### src/rtl/dbg_rd_pkg.sv
package dbg_rd_pkg;

  localparam int BURST_BEATS = 4;
  localparam int BEAT_W      = $clog2(BURST_BEATS);

  typedef enum logic [1:0] {
    MD_SINGLE = 2'd0,
    MD_BLOCK  = 2'd1,
    MD_BURST  = 2'd2
  } acc_mode_e;

  typedef enum logic [1:0] {
    ST_IDLE = 2'd0,
    ST_REQ  = 2'd1,
    ST_XFER = 2'd2,
    ST_HOLD = 2'd3
  } eng_state_e;

  // bytes moved by one access of the given size code
  function automatic logic [3:0] size_bytes(input logic [1:0] sz);
    return 4'd1 << sz;
  endfunction

  // how a command with this count and size is carried out
  function automatic acc_mode_e pick_mode(input int unsigned cnt, input logic [1:0] sz);
    if (cnt <= 1) return MD_SINGLE;
    if (cnt == BURST_BEATS && sz == 2'd3) return MD_BURST;
    return MD_BLOCK;
  endfunction

endpackage

### src/rtl/dbg_rd_ctrl.sv
module dbg_rd_ctrl
  import dbg_rd_pkg::*;
#(
  parameter int CNT_W = 8,
  parameter int AW    = 32
) (
  input  logic              clk,
  input  logic              rst_n,
  input  logic              ctl_we,
  input  logic [CNT_W-1:0]  ctl_cnt,
  input  logic [1:0]        ctl_size,
  input  logic              adr_we,
  input  logic [AW-1:0]     adr_wdata,
  input  logic              dat_re,
  input  logic              bus_gnt,
  input  logic              bus_rvalid,
  input  logic              bus_err,
  output logic              bus_req,
  output logic [AW-1:0]     bus_addr,
  output logic [1:0]        bus_size,
  output logic              bus_burst,
  output logic              sts_valid,
  output logic              sts_err,
  output logic [CNT_W-1:0]  sts_cnt,
  output logic [AW-1:0]     sts_addr,
  output logic              cmd_accept,
  output logic              wr_en,
  output logic [BEAT_W-1:0] wr_idx,
  output logic              pop_en
);

  eng_state_e        state_q, state_nx;
  acc_mode_e         mode_q;
  logic [1:0]        size_q;
  logic [CNT_W-1:0]  cnt_q, cnt_next;
  logic [AW-1:0]     addr_q, addr_next;
  logic [BEAT_W-1:0] beat_q;
  logic              valid_q, err_q;

  // named internal events
  logic busy, adr_accept, beat_evt, beat_ok, beat_bad, done_evt;

  assign busy       = (state_q != ST_IDLE);
  assign cmd_accept = ctl_we && !busy;
  assign adr_accept = adr_we && !busy;
  assign beat_evt   = (state_q == ST_XFER) && bus_rvalid;
  assign beat_ok    = beat_evt && !bus_err;
  assign beat_bad   = beat_evt && bus_err;

  always_comb begin
    case (mode_q)
      MD_SINGLE: done_evt = beat_ok;
      MD_BLOCK:  done_evt = beat_ok && (cnt_q == CNT_W'(1));
      MD_BURST:  done_evt = beat_ok && (beat_q == BEAT_W'(BURST_BEATS - 1));
      default:   done_evt = 1'b0;
    endcase
  end

  always_comb begin
    if (mode_q == MD_SINGLE) begin
      cnt_next  = '0;
      addr_next = addr_q;
    end else begin
      cnt_next  = cnt_q - CNT_W'(1);
      addr_next = addr_q + AW'(size_bytes(size_q));
    end
  end

  always_comb begin
    state_nx = state_q;
    case (state_q)
      ST_IDLE: if (cmd_accept) state_nx = ST_REQ;
      ST_REQ:  if (bus_gnt) state_nx = ST_XFER;
      ST_XFER: begin
        if (beat_bad) state_nx = ST_IDLE;
        else if (beat_ok) begin
          if (done_evt) state_nx = ST_IDLE;
          else if (mode_q == MD_BLOCK) state_nx = ST_HOLD;
          else state_nx = ST_XFER;
        end
      end
      ST_HOLD: if (dat_re) state_nx = ST_REQ;
      default: state_nx = ST_IDLE;
    endcase
  end

  always_ff @(posedge clk or negedge rst_n) begin
    if (!rst_n) begin
      state_q <= ST_IDLE;
      mode_q  <= MD_SINGLE;
      size_q  <= '0;
      cnt_q   <= '0;
      addr_q  <= '0;
      beat_q  <= '0;
      valid_q <= 1'b0;
      err_q   <= 1'b0;
    end else begin
      state_q <= state_nx;
      if (adr_accept) addr_q <= adr_wdata;
      if (cmd_accept) begin
        cnt_q   <= ctl_cnt;
        size_q  <= ctl_size;
        mode_q  <= pick_mode(32'(ctl_cnt), ctl_size);
        beat_q  <= '0;
        valid_q <= 1'b0;
        err_q   <= 1'b0;
      end
      if (beat_ok) begin
        cnt_q  <= cnt_next;
        addr_q <= addr_next;
        beat_q <= beat_q + BEAT_W'(1);
      end
      if (done_evt) valid_q <= 1'b1;
      if (beat_bad) err_q <= 1'b1;
    end
  end

  assign bus_req   = (state_q == ST_REQ);
  assign bus_addr  = addr_q;
  assign bus_size  = size_q;
  assign bus_burst = (mode_q == MD_BURST);
  assign sts_valid = valid_q;
  assign sts_err   = err_q;
  assign sts_cnt   = cnt_q;
  assign sts_addr  = addr_q;
  assign wr_en     = beat_ok;
  assign wr_idx    = (mode_q == MD_BURST) ? beat_q : '0;
  assign pop_en    = valid_q && (mode_q == MD_BURST);

  AST_FLAGS_EXCLUSIVE: assert property (@(posedge clk) disable iff (!rst_n)
    !(sts_valid && sts_err));
  AST_VALID_AT_ZERO: assert property (@(posedge clk) disable iff (!rst_n)
    $rose(sts_valid) |-> sts_cnt == '0);
  AST_CNT_STEP: assert property (@(posedge clk) disable iff (!rst_n)
    beat_ok && mode_q != MD_SINGLE |=> sts_cnt == $past(sts_cnt) - CNT_W'(1));
  AST_ADDR_STEP: assert property (@(posedge clk) disable iff (!rst_n)
    beat_ok && mode_q != MD_SINGLE |=> sts_addr == $past(sts_addr) + AW'(size_bytes($past(bus_size))));
  AST_BUSY_LOCK: assert property (@(posedge clk) disable iff (!rst_n)
    busy && (ctl_we || adr_we) && !beat_evt |=> $stable(sts_cnt) && $stable(sts_addr) && $stable(bus_size));
  AST_CMD_CLEARS: assert property (@(posedge clk) disable iff (!rst_n)
    cmd_accept |=> !sts_valid && !sts_err && bus_req);
  AST_ERR_STOPS: assert property (@(posedge clk) disable iff (!rst_n)
    beat_bad |=> !bus_req && $stable(sts_cnt) && $stable(sts_addr));

endmodule

### src/rtl/dbg_rd_buf.sv
module dbg_rd_buf
  import dbg_rd_pkg::*;
#(
  parameter int DW    = 64,
  parameter int DEPTH = BURST_BEATS
) (
  input  logic                     clk,
  input  logic                     rst_n,
  input  logic                     fill_start,
  input  logic                     wr_en,
  input  logic [$clog2(DEPTH)-1:0] wr_idx,
  input  logic [DW-1:0]            wr_data,
  input  logic                     pop_en,
  input  logic                     dat_re,
  output logic [DW-1:0]            rd_data
);

  localparam int IW = $clog2(DEPTH);
  localparam logic [IW-1:0] LAST = IW'(DEPTH - 1);

  logic [DW-1:0] ent_q [DEPTH];
  logic [IW-1:0] ptr_q;
  logic          pop_evt;

  assign pop_evt = dat_re && pop_en && (ptr_q != LAST);

  for (genvar g = 0; g < DEPTH; g++) begin : g_ent
    always_ff @(posedge clk or negedge rst_n) begin
      if (!rst_n) ent_q[g] <= '0;
      else if (wr_en && wr_idx == IW'(g)) ent_q[g] <= wr_data;
    end
  end

  always_ff @(posedge clk or negedge rst_n) begin
    if (!rst_n) ptr_q <= '0;
    else if (fill_start) ptr_q <= '0;
    else if (pop_evt) ptr_q <= ptr_q + IW'(1);
  end

  assign rd_data = ent_q[ptr_q];

  AST_PTR_QUIET: assert property (@(posedge clk) disable iff (!rst_n)
    !pop_en && !fill_start |=> $stable(ptr_q));
  AST_PTR_AT_LAST: assert property (@(posedge clk) disable iff (!rst_n)
    ptr_q == LAST && !fill_start |=> ptr_q == LAST);

endmodule

### src/rtl/dbg_rd_engine.sv
module dbg_rd_engine
  import dbg_rd_pkg::*;
#(
  parameter int CNT_W = 8,
  parameter int AW    = 32
) (
  input  logic             clk,
  input  logic             rst_n,
  input  logic             ctl_we,
  input  logic [CNT_W-1:0] ctl_cnt,
  input  logic [1:0]       ctl_size,
  input  logic             adr_we,
  input  logic [AW-1:0]    adr_wdata,
  input  logic             dat_re,
  output logic [63:0]      dat_rdata,
  output logic             sts_valid,
  output logic             sts_err,
  output logic [CNT_W-1:0] sts_cnt,
  output logic [AW-1:0]    sts_addr,
  output logic             bus_req,
  input  logic             bus_gnt,
  output logic [AW-1:0]    bus_addr,
  output logic [1:0]       bus_size,
  output logic             bus_burst,
  input  logic             bus_rvalid,
  input  logic             bus_err,
  input  logic [63:0]      bus_rdata
);

  logic              cmd_accept, wr_en, pop_en;
  logic [BEAT_W-1:0] wr_idx;

  dbg_rd_ctrl #(.CNT_W(CNT_W), .AW(AW)) u_ctrl (
    .clk(clk), .rst_n(rst_n),
    .ctl_we(ctl_we), .ctl_cnt(ctl_cnt), .ctl_size(ctl_size),
    .adr_we(adr_we), .adr_wdata(adr_wdata), .dat_re(dat_re),
    .bus_gnt(bus_gnt), .bus_rvalid(bus_rvalid), .bus_err(bus_err),
    .bus_req(bus_req), .bus_addr(bus_addr), .bus_size(bus_size), .bus_burst(bus_burst),
    .sts_valid(sts_valid), .sts_err(sts_err), .sts_cnt(sts_cnt), .sts_addr(sts_addr),
    .cmd_accept(cmd_accept), .wr_en(wr_en), .wr_idx(wr_idx), .pop_en(pop_en)
  );

  dbg_rd_buf #(.DW(64), .DEPTH(BURST_BEATS)) u_buf (
    .clk(clk), .rst_n(rst_n),
    .fill_start(cmd_accept), .wr_en(wr_en), .wr_idx(wr_idx), .wr_data(bus_rdata),
    .pop_en(pop_en), .dat_re(dat_re), .rd_data(dat_rdata)
  );

endmodule

### config.mk
export PLATFORM = sky130hd
export DESIGN_NAME = dbg_rd_engine
export DESIGN_NICKNAME = d
export VERILOG_FILES = /design/src/rtl/dbg_rd_pkg.sv /design/src/rtl/dbg_rd_ctrl.sv /design/src/rtl/dbg_rd_buf.sv /design/src/rtl/dbg_rd_engine.sv
export SDC_FILE = /design/constraint.sdc
export NUM_CORES = 1
export LEC_CHECK = 0
export BUFFER_PORTS_ARGS = -buffer_cell sky130_fd_sc_hd__buf_4
export CORE_UTILIZATION = 55
export CTS_CLUSTER_DIAMETER = 60
export DETAILED_ROUTE_END_ITERATION = 6
export GPL_ROUTABILITY_DRIVEN = 0
export PLACE_DENSITY = 0.83
export SLEW_MARGIN = 15
export SYNTH_ARGS = -nofsm -noshare
export SYNTH_HDL_FRONTEND = slang
export SYNTH_SLANG_ARGS = --single-unit
### constraint.sdc
create_clock -name clk -period 6.1 [get_ports clk]
set_clock_uncertainty 0.1 [all_clocks]
set_input_delay 0.305 -clock clk [delete_from_list [all_inputs] [get_ports clk]]
set_output_delay 0.305 -clock clk [all_outputs]
set_load 0.01 [all_outputs]
# Word level (Yosys, flattened, before mapping)
# Cells that the tools add are included.
# totals
elab_cells	102
register_bits	308
# op_classes
bitwise_logic	1
mux	35
n_eq_ne	18
order_cmp	2
shift	1
add_sub_neg	4
n_reduce_logical	28
# op_table
op	count
64-bit binary-select mux with 2-bit select	1
64-bit two-way mux	2
32-bit two-way mux	3
32-bit by 4-bit adder with 32-bit output	1
2-bit two-way mux	15
8-bit two-way mux	3
1-bit logical AND	15
2-bit equality test (second input constant)	7
2-bit nonzero test	6
1-bit two-way mux	9
8-bit by 1-bit equality test with 1-bit output (second input constant)	1
8-bit by 3-bit equality test with 1-bit output (second input constant)	1
8-bit by 1-bit <= comparator with 1-bit output (second input constant)	1
2-bit inequality test (second input constant)	4
2-bit one-hot mux with 4 select lines	1
8-bit by 1-bit subtractor with 8-bit output (second input constant)	1
2-bit by 1-bit equality test with 1-bit output (second input constant)	3
2-bit logical NOT	3
2-bit by 1-bit adder with 2-bit output (second input constant)	2
4-bit AND reduction	1
1-bit by 2-bit left shift with 4-bit output (first input constant)	1
3-bit >= comparator (second input constant)	1
3-bit by 1-bit inequality test with 1-bit output (second input constant)	1
2-bit NOT with 3-bit output	1
4 further kinds	5

# Depth between registers and ports, before layout
# depth
word_depth	9
ltp_mapped	10
mapped_depth_nobuf	9

# Modules after synthesis
# A second synthesis with hierarchy kept.
# hier_totals
cells_unflattened	1042
hier_area_um2	15103.2
# modules_own_cells
mod	cells_each	instances	area_per_inst_um2
dbg_rd_buf	631	1	11468.5
dbg_rd_ctrl	411	1	3634.7

# Worst setup path after synthesis
# OpenSTA, ideal clock, no wires.
# synth_timing
path_type	reg-to-reg
from	register u_ctrl.size_q[1], in the netlist u_ctrl.bus_size[1]
to	register u_ctrl.addr_q[30], in the netlist u_ctrl.bus_addr[30]
setup_time_ns	0.094
setup_slack_ns	3.783
path_stages_with_launch	11
arrival_time_ns	2.123
path_cell_list	dfrtp_1 nor2_1 ha_1 inv_1 fa_1 nor2b_1 o31a_1 and3_1 buf_2 a31oi_1 a211oi_1
# synth_via
elab_chain_cells	4
# synth_lines
item	line	source
start, declared	dbg_rd_ctrl.sv:34	logic [1:0] size_q;
start signal, assigned	dbg_rd_ctrl.sv:102	size_q <= ctl_size;
1-bit by 2-bit left shift with 4-bit output	dbg_rd_pkg.sv:21	return 4'd1 << sz;
32-bit by 4-bit adder with 32-bit output	dbg_rd_ctrl.sv:65	addr_next = addr_q + AW'(size_bytes(size_q));
32-bit two-way mux	dbg_rd_ctrl.sv:60	if (mode_q == MD_SINGLE) begin
32-bit two-way mux	dbg_rd_ctrl.sv:108	if (beat_ok) begin
end signal, assigned	dbg_rd_ctrl.sv:99	if (adr_accept) addr_q <= adr_wdata;
end signal, assigned	dbg_rd_ctrl.sv:110	addr_q <= addr_next;
end, declared	dbg_rd_ctrl.sv:36	logic [AW-1:0] addr_q, addr_next;
# No other way between the ends. The select of a mux whose other input is x is not followed.
# A chain may end at the register's enable or synchronous reset.

# Final worst setup path
# layout_timing
from	register u_ctrl.state_q[0]
to	register u_buf.ent_q[203] in the netlist's numbering
# layout_via
elab_chain_cells	4
# layout_lines
item	line	source
start, declared	dbg_rd_ctrl.sv:32	eng_state_e state_q, state_nx;
start signal, assigned	dbg_rd_ctrl.sv:98	state_q <= state_nx;
2-bit equality test	dbg_rd_ctrl.sv:46	assign beat_evt = (state_q == ST_XFER) && bus_rvalid;
1-bit logical AND	dbg_rd_ctrl.sv:46	
1-bit logical AND	dbg_rd_ctrl.sv:47	assign beat_ok = beat_evt && !bus_err;
1-bit logical AND	dbg_rd_buf.sv:30	else if (wr_en && wr_idx == IW'(g)) ent_q[g] <= wr_data;
end signal, assigned by index	dbg_rd_buf.sv:30	
end, declared	dbg_rd_buf.sv:21	logic [DW-1:0] ent_q [DEPTH];
# No other way between the ends.

==> flow_metrics.py <==
metrics = {
    "synth": {
        "async_flop_share_pct": 100,
        "syn_area_sq_mm": 0.0146,
        "synth_area_leaders": "dfrtp_1 (53%), mux2_2 (20%), mux4_2 (9.9%), buf_4 (1.9%), ha_1 (1.4%)",
        "yosys.area_share.simple_pct": 6.08,
        "ys_types": 61,
        "syn_inst": 1032,
        "synth_mux_area_share_pct": 30.0,
        "synthesis.nets": 1163,
        "netlist.area_leader.share_pct": 52.9,
        "synthAdderAreaFrac_pct": 1.51,
        "ys_top_cells_by_count": "dfrtp_1 (308), mux2_2 (253), mux4_2 (64)",
        "ys.flop_type": "dfrtp_1",
        "post-synth-top-count-cell": "dfrtp_1",
        "ys_seq_area_share_pct": 52.9,
        "synth_edf_count": 0,
        "synth_top_family_by_area": "multiplexers",
        "synth_xor_area_share_pct": 0.120,
        "synth_warnings": 0,
        "synth_compound_area_share_pct": 5.40,
        "synth_area_per_cell_sq_um": 14.1,
        "ys_seq_elements": 308,
        "yosysTopAreaCell": "dfrtp_1",
    },
    "drt": {
        "drtAntennaViolNets": 0,
        "totalWireLength_um": 35300,
        "post_drt_wl_per_cell_um": 20.9,
        "drt_iter0_drc": 604,
        "via_per_inst": 5.98,
        "via_count": 10100,
        "drc": 0,
        "firstDrtPassIters": 5,
    },
    "clocking": {
        "cts_tree": "built",
        "htreeDepth": 2,
        "clk_latency_ns": 0.50,
        "cts.clk_slew.worst_paths_ns": 0.06,
        "cts-buffers-inserted": 34,
        "cts_root_buffer": "clkbuf_16",
        "cts_sinks": 308,
        "clock_path_buffers": 3,
    },
    "grt": {
        "grt_pass1_wl_um": 56000,
        "antenna_found_initial": 1,
        "grt_use_total_pct": 26.4,
        "grt_max_degree": 185,
        "overflow": 0,
        "grt_pass1_vias": 10700,
    },
    "floorplanning": {
        "core_area_sq_mm": 0.0260,
        "die-area_sq_mm": 0.0271,
        "ios": 256,
        "start_util_pct": 56.1,
        "die_x_um": 165,
        "die_y_um": 165,
        "num_rows": 59,
    },
    "worst_setup_path": {
        "critPathKind": "flop to flop",
        "cp-end-kind": "flop",
        "crit_required_ns": 6.38,
        "cp-start-kind": "flop",
        "crit_fanout": 33,
        "reg2reg_slack_ns": 2.40,
        "timing.rr.start": "u_ctrl.state_q[0]$_DFFE_PN0P_",
        "timing.rr.end": "u_buf.ent_q[203]$_DFFE_PN0P_",
        "reg2regPathDepth": 6,
        "cp.arrival_ns": 3.98,
    },
    "job": {
        "drv_cap": 0,
    },
    "power": {
        "total_power_uw": 7200,
        "leakagePower_uw": 0.00874,
        "peakVddDrop_mv": 0.329,
        "cellPowerDensity_mw_per_mm2": 390,
    },
    "sta": {
        "max_freq_mhz": 270,
        "fin_setup_tns_ns": 0,
        "relSlewSlack_pct": 22.7,
        "hold_viol": 0,
        "setup_viol": 0,
        "period_minus_slack_ns": 3.70,
        "rsz0062_at_grt": "false",
        "drv_slew": 0,
        "tightest_slew_ns": 1.16,
        "min_period_over_period_pct": 60.7,
    },
    "hold_path": {
        "min_path_type": "input port to flop",
        "hold_depth": 3,
        "hp-start": "adr_wdata[20]",
        "holdPathEnd": "u_ctrl.bus_addr[20]$_DFFE_PN0P_",
    },
    "placed_design": {
        "io_buffers": 255,
        "place_hpwl_um": 21600,
    },
    "layout": {
        "layout.nets": 1457,
        "flow.area_growth_from_synthesis_pct": 26.7,
        "drive_gt1_share_pct": 48.4,
    },
    "run_status": {
        "outcome": "finished clean",
    },
}
==> layout by cell type, fill, tap and decap left out, drive strengths merged, types with 15 or more instances in the layout <==
master         n
a211oi        15
a21oi         29
buf          263
clkbuf        47
dfrtp        308
dlygate4sd3   83
ha            16
inv           19
mux2         258
mux4          64
nand2         37
nand3         17
nor2          37
o21ai         16
==> worst max-delay path, cell delays in order (launching register included) <==
cell and delay [ns]:
dfrtp_1 0.41, inv_1 0.09, ha_1 0.32, and3b_1 0.91
nand2_2 0.84, buf_4 0.56, mux2_2 0.34
==> timing repair <==
action	in CTS	in global routing
endpoints found under the hold margin	399	0
setup buffers	0	0
hold buffers	83	0
resized for setup	0	0
==> power by group <==
part	internal, uW	total, uW	switching [uW]
clock	1230	2050	812
sequential	2410	2780	379
combinational	1260	2370	1110
total	4900	7200	2300
==> kinds of logic (layout without fill, tap and decap cells) <==
family	after synthesis	after routing
buffers and inverters	105	423
other	0	1
multiplexers	325	325
AND/OR/NAND/NOR	159	159
adder cells (fa/ha/maj)	17	17
AO/OA/AOI/OAI	116	116
flip-flops	308	308
XOR/XNOR	2	2
==> state kept, by name, summed over array words and instances (netlist names) <==
register and flops:
u_buf.ptr_q 2, u_ctrl.sts_valid 1, u_ctrl.bus_size 2, u_ctrl.sts_err 1, u_ctrl.state_q 2, u_buf.ent_q 256
u_ctrl.beat_q 2, u_ctrl.mode_q 2, u_ctrl.bus_addr 32, u_ctrl.sts_cnt 8
==> routing by layer <==
layer	track usage, %	vias to the layer above	share of wire [%]
li1	-	4432	-
met4	8.22	0	2.4
met2	45.1	391	51
met5	0	-	0
met3	5.02	74	6.4
met1	34.1	5191	40
==> area by class of cell <==
class	count	area, sq um
diodes	1	2.50
clock buffers	47	1000
fillers	1721	7530
flip-flops and latches	308	7710
well taps	335	419
multi-input cells	619	6300
clock inverters	13	128
repair buffers	346	2830
inverters	17	63.8
==> per-stage QoR <==
stage	setup slack [ns]	std cells	utilization (%)	cell area [sq um]	hold WS (ns)
2_1_floorplan	3.78	1032	-	14600	-0.0906
5_1_grt	2.12	1686	71.0	18500	0.00742
3_5_place_dp	2.45	1542	63.5	16500	0.371
3_3_place_gp	2.56	1542	63.5	16500	0.365
6_report	2.40	1686	71.0	18500	0.0174
4_1_cts	2.45	1685	71.0	18400	0.000848
==> worst max path at each step <==
| stage | startpoint | endpoint | slack, ns | cells after the start |
|---|---|---|---|---|
| final | u_ctrl.state_q[0]$_DFFE_PN0P_ | u_buf.ent_q[203]$_DFFE_PN0P_ | 2.40 | 6 |
| after global routing | u_ctrl.state_q[0]$_DFFE_PN0P_ | u_buf.ent_q[203]$_DFFE_PN0P_ | 2.12 | 6 |
| after CTS | u_ctrl.state_q[0]$_DFFE_PN0P_ | u_buf.ent_q[255]$_DFFE_PN0P_ | 2.45 | 6 |
| after detailed placement | u_ctrl.state_q[0]$_DFFE_PN0P_ | u_buf.ent_q[255]$_DFFE_PN0P_ | 2.45 | 6 |
| after global placement | u_ctrl.state_q[0]$_DFFE_PN0P_ | u_buf.ent_q[203]$_DFFE_PN0P_ | 2.56 | 6 |
| after floorplan | u_ctrl.bus_size[1]$_DFFE_PN0P_ | u_ctrl.bus_addr[30]$_DFFE_PN0P_ | 3.78 | 10 |
No activity file was read; power rests on OpenSTA's default activity.
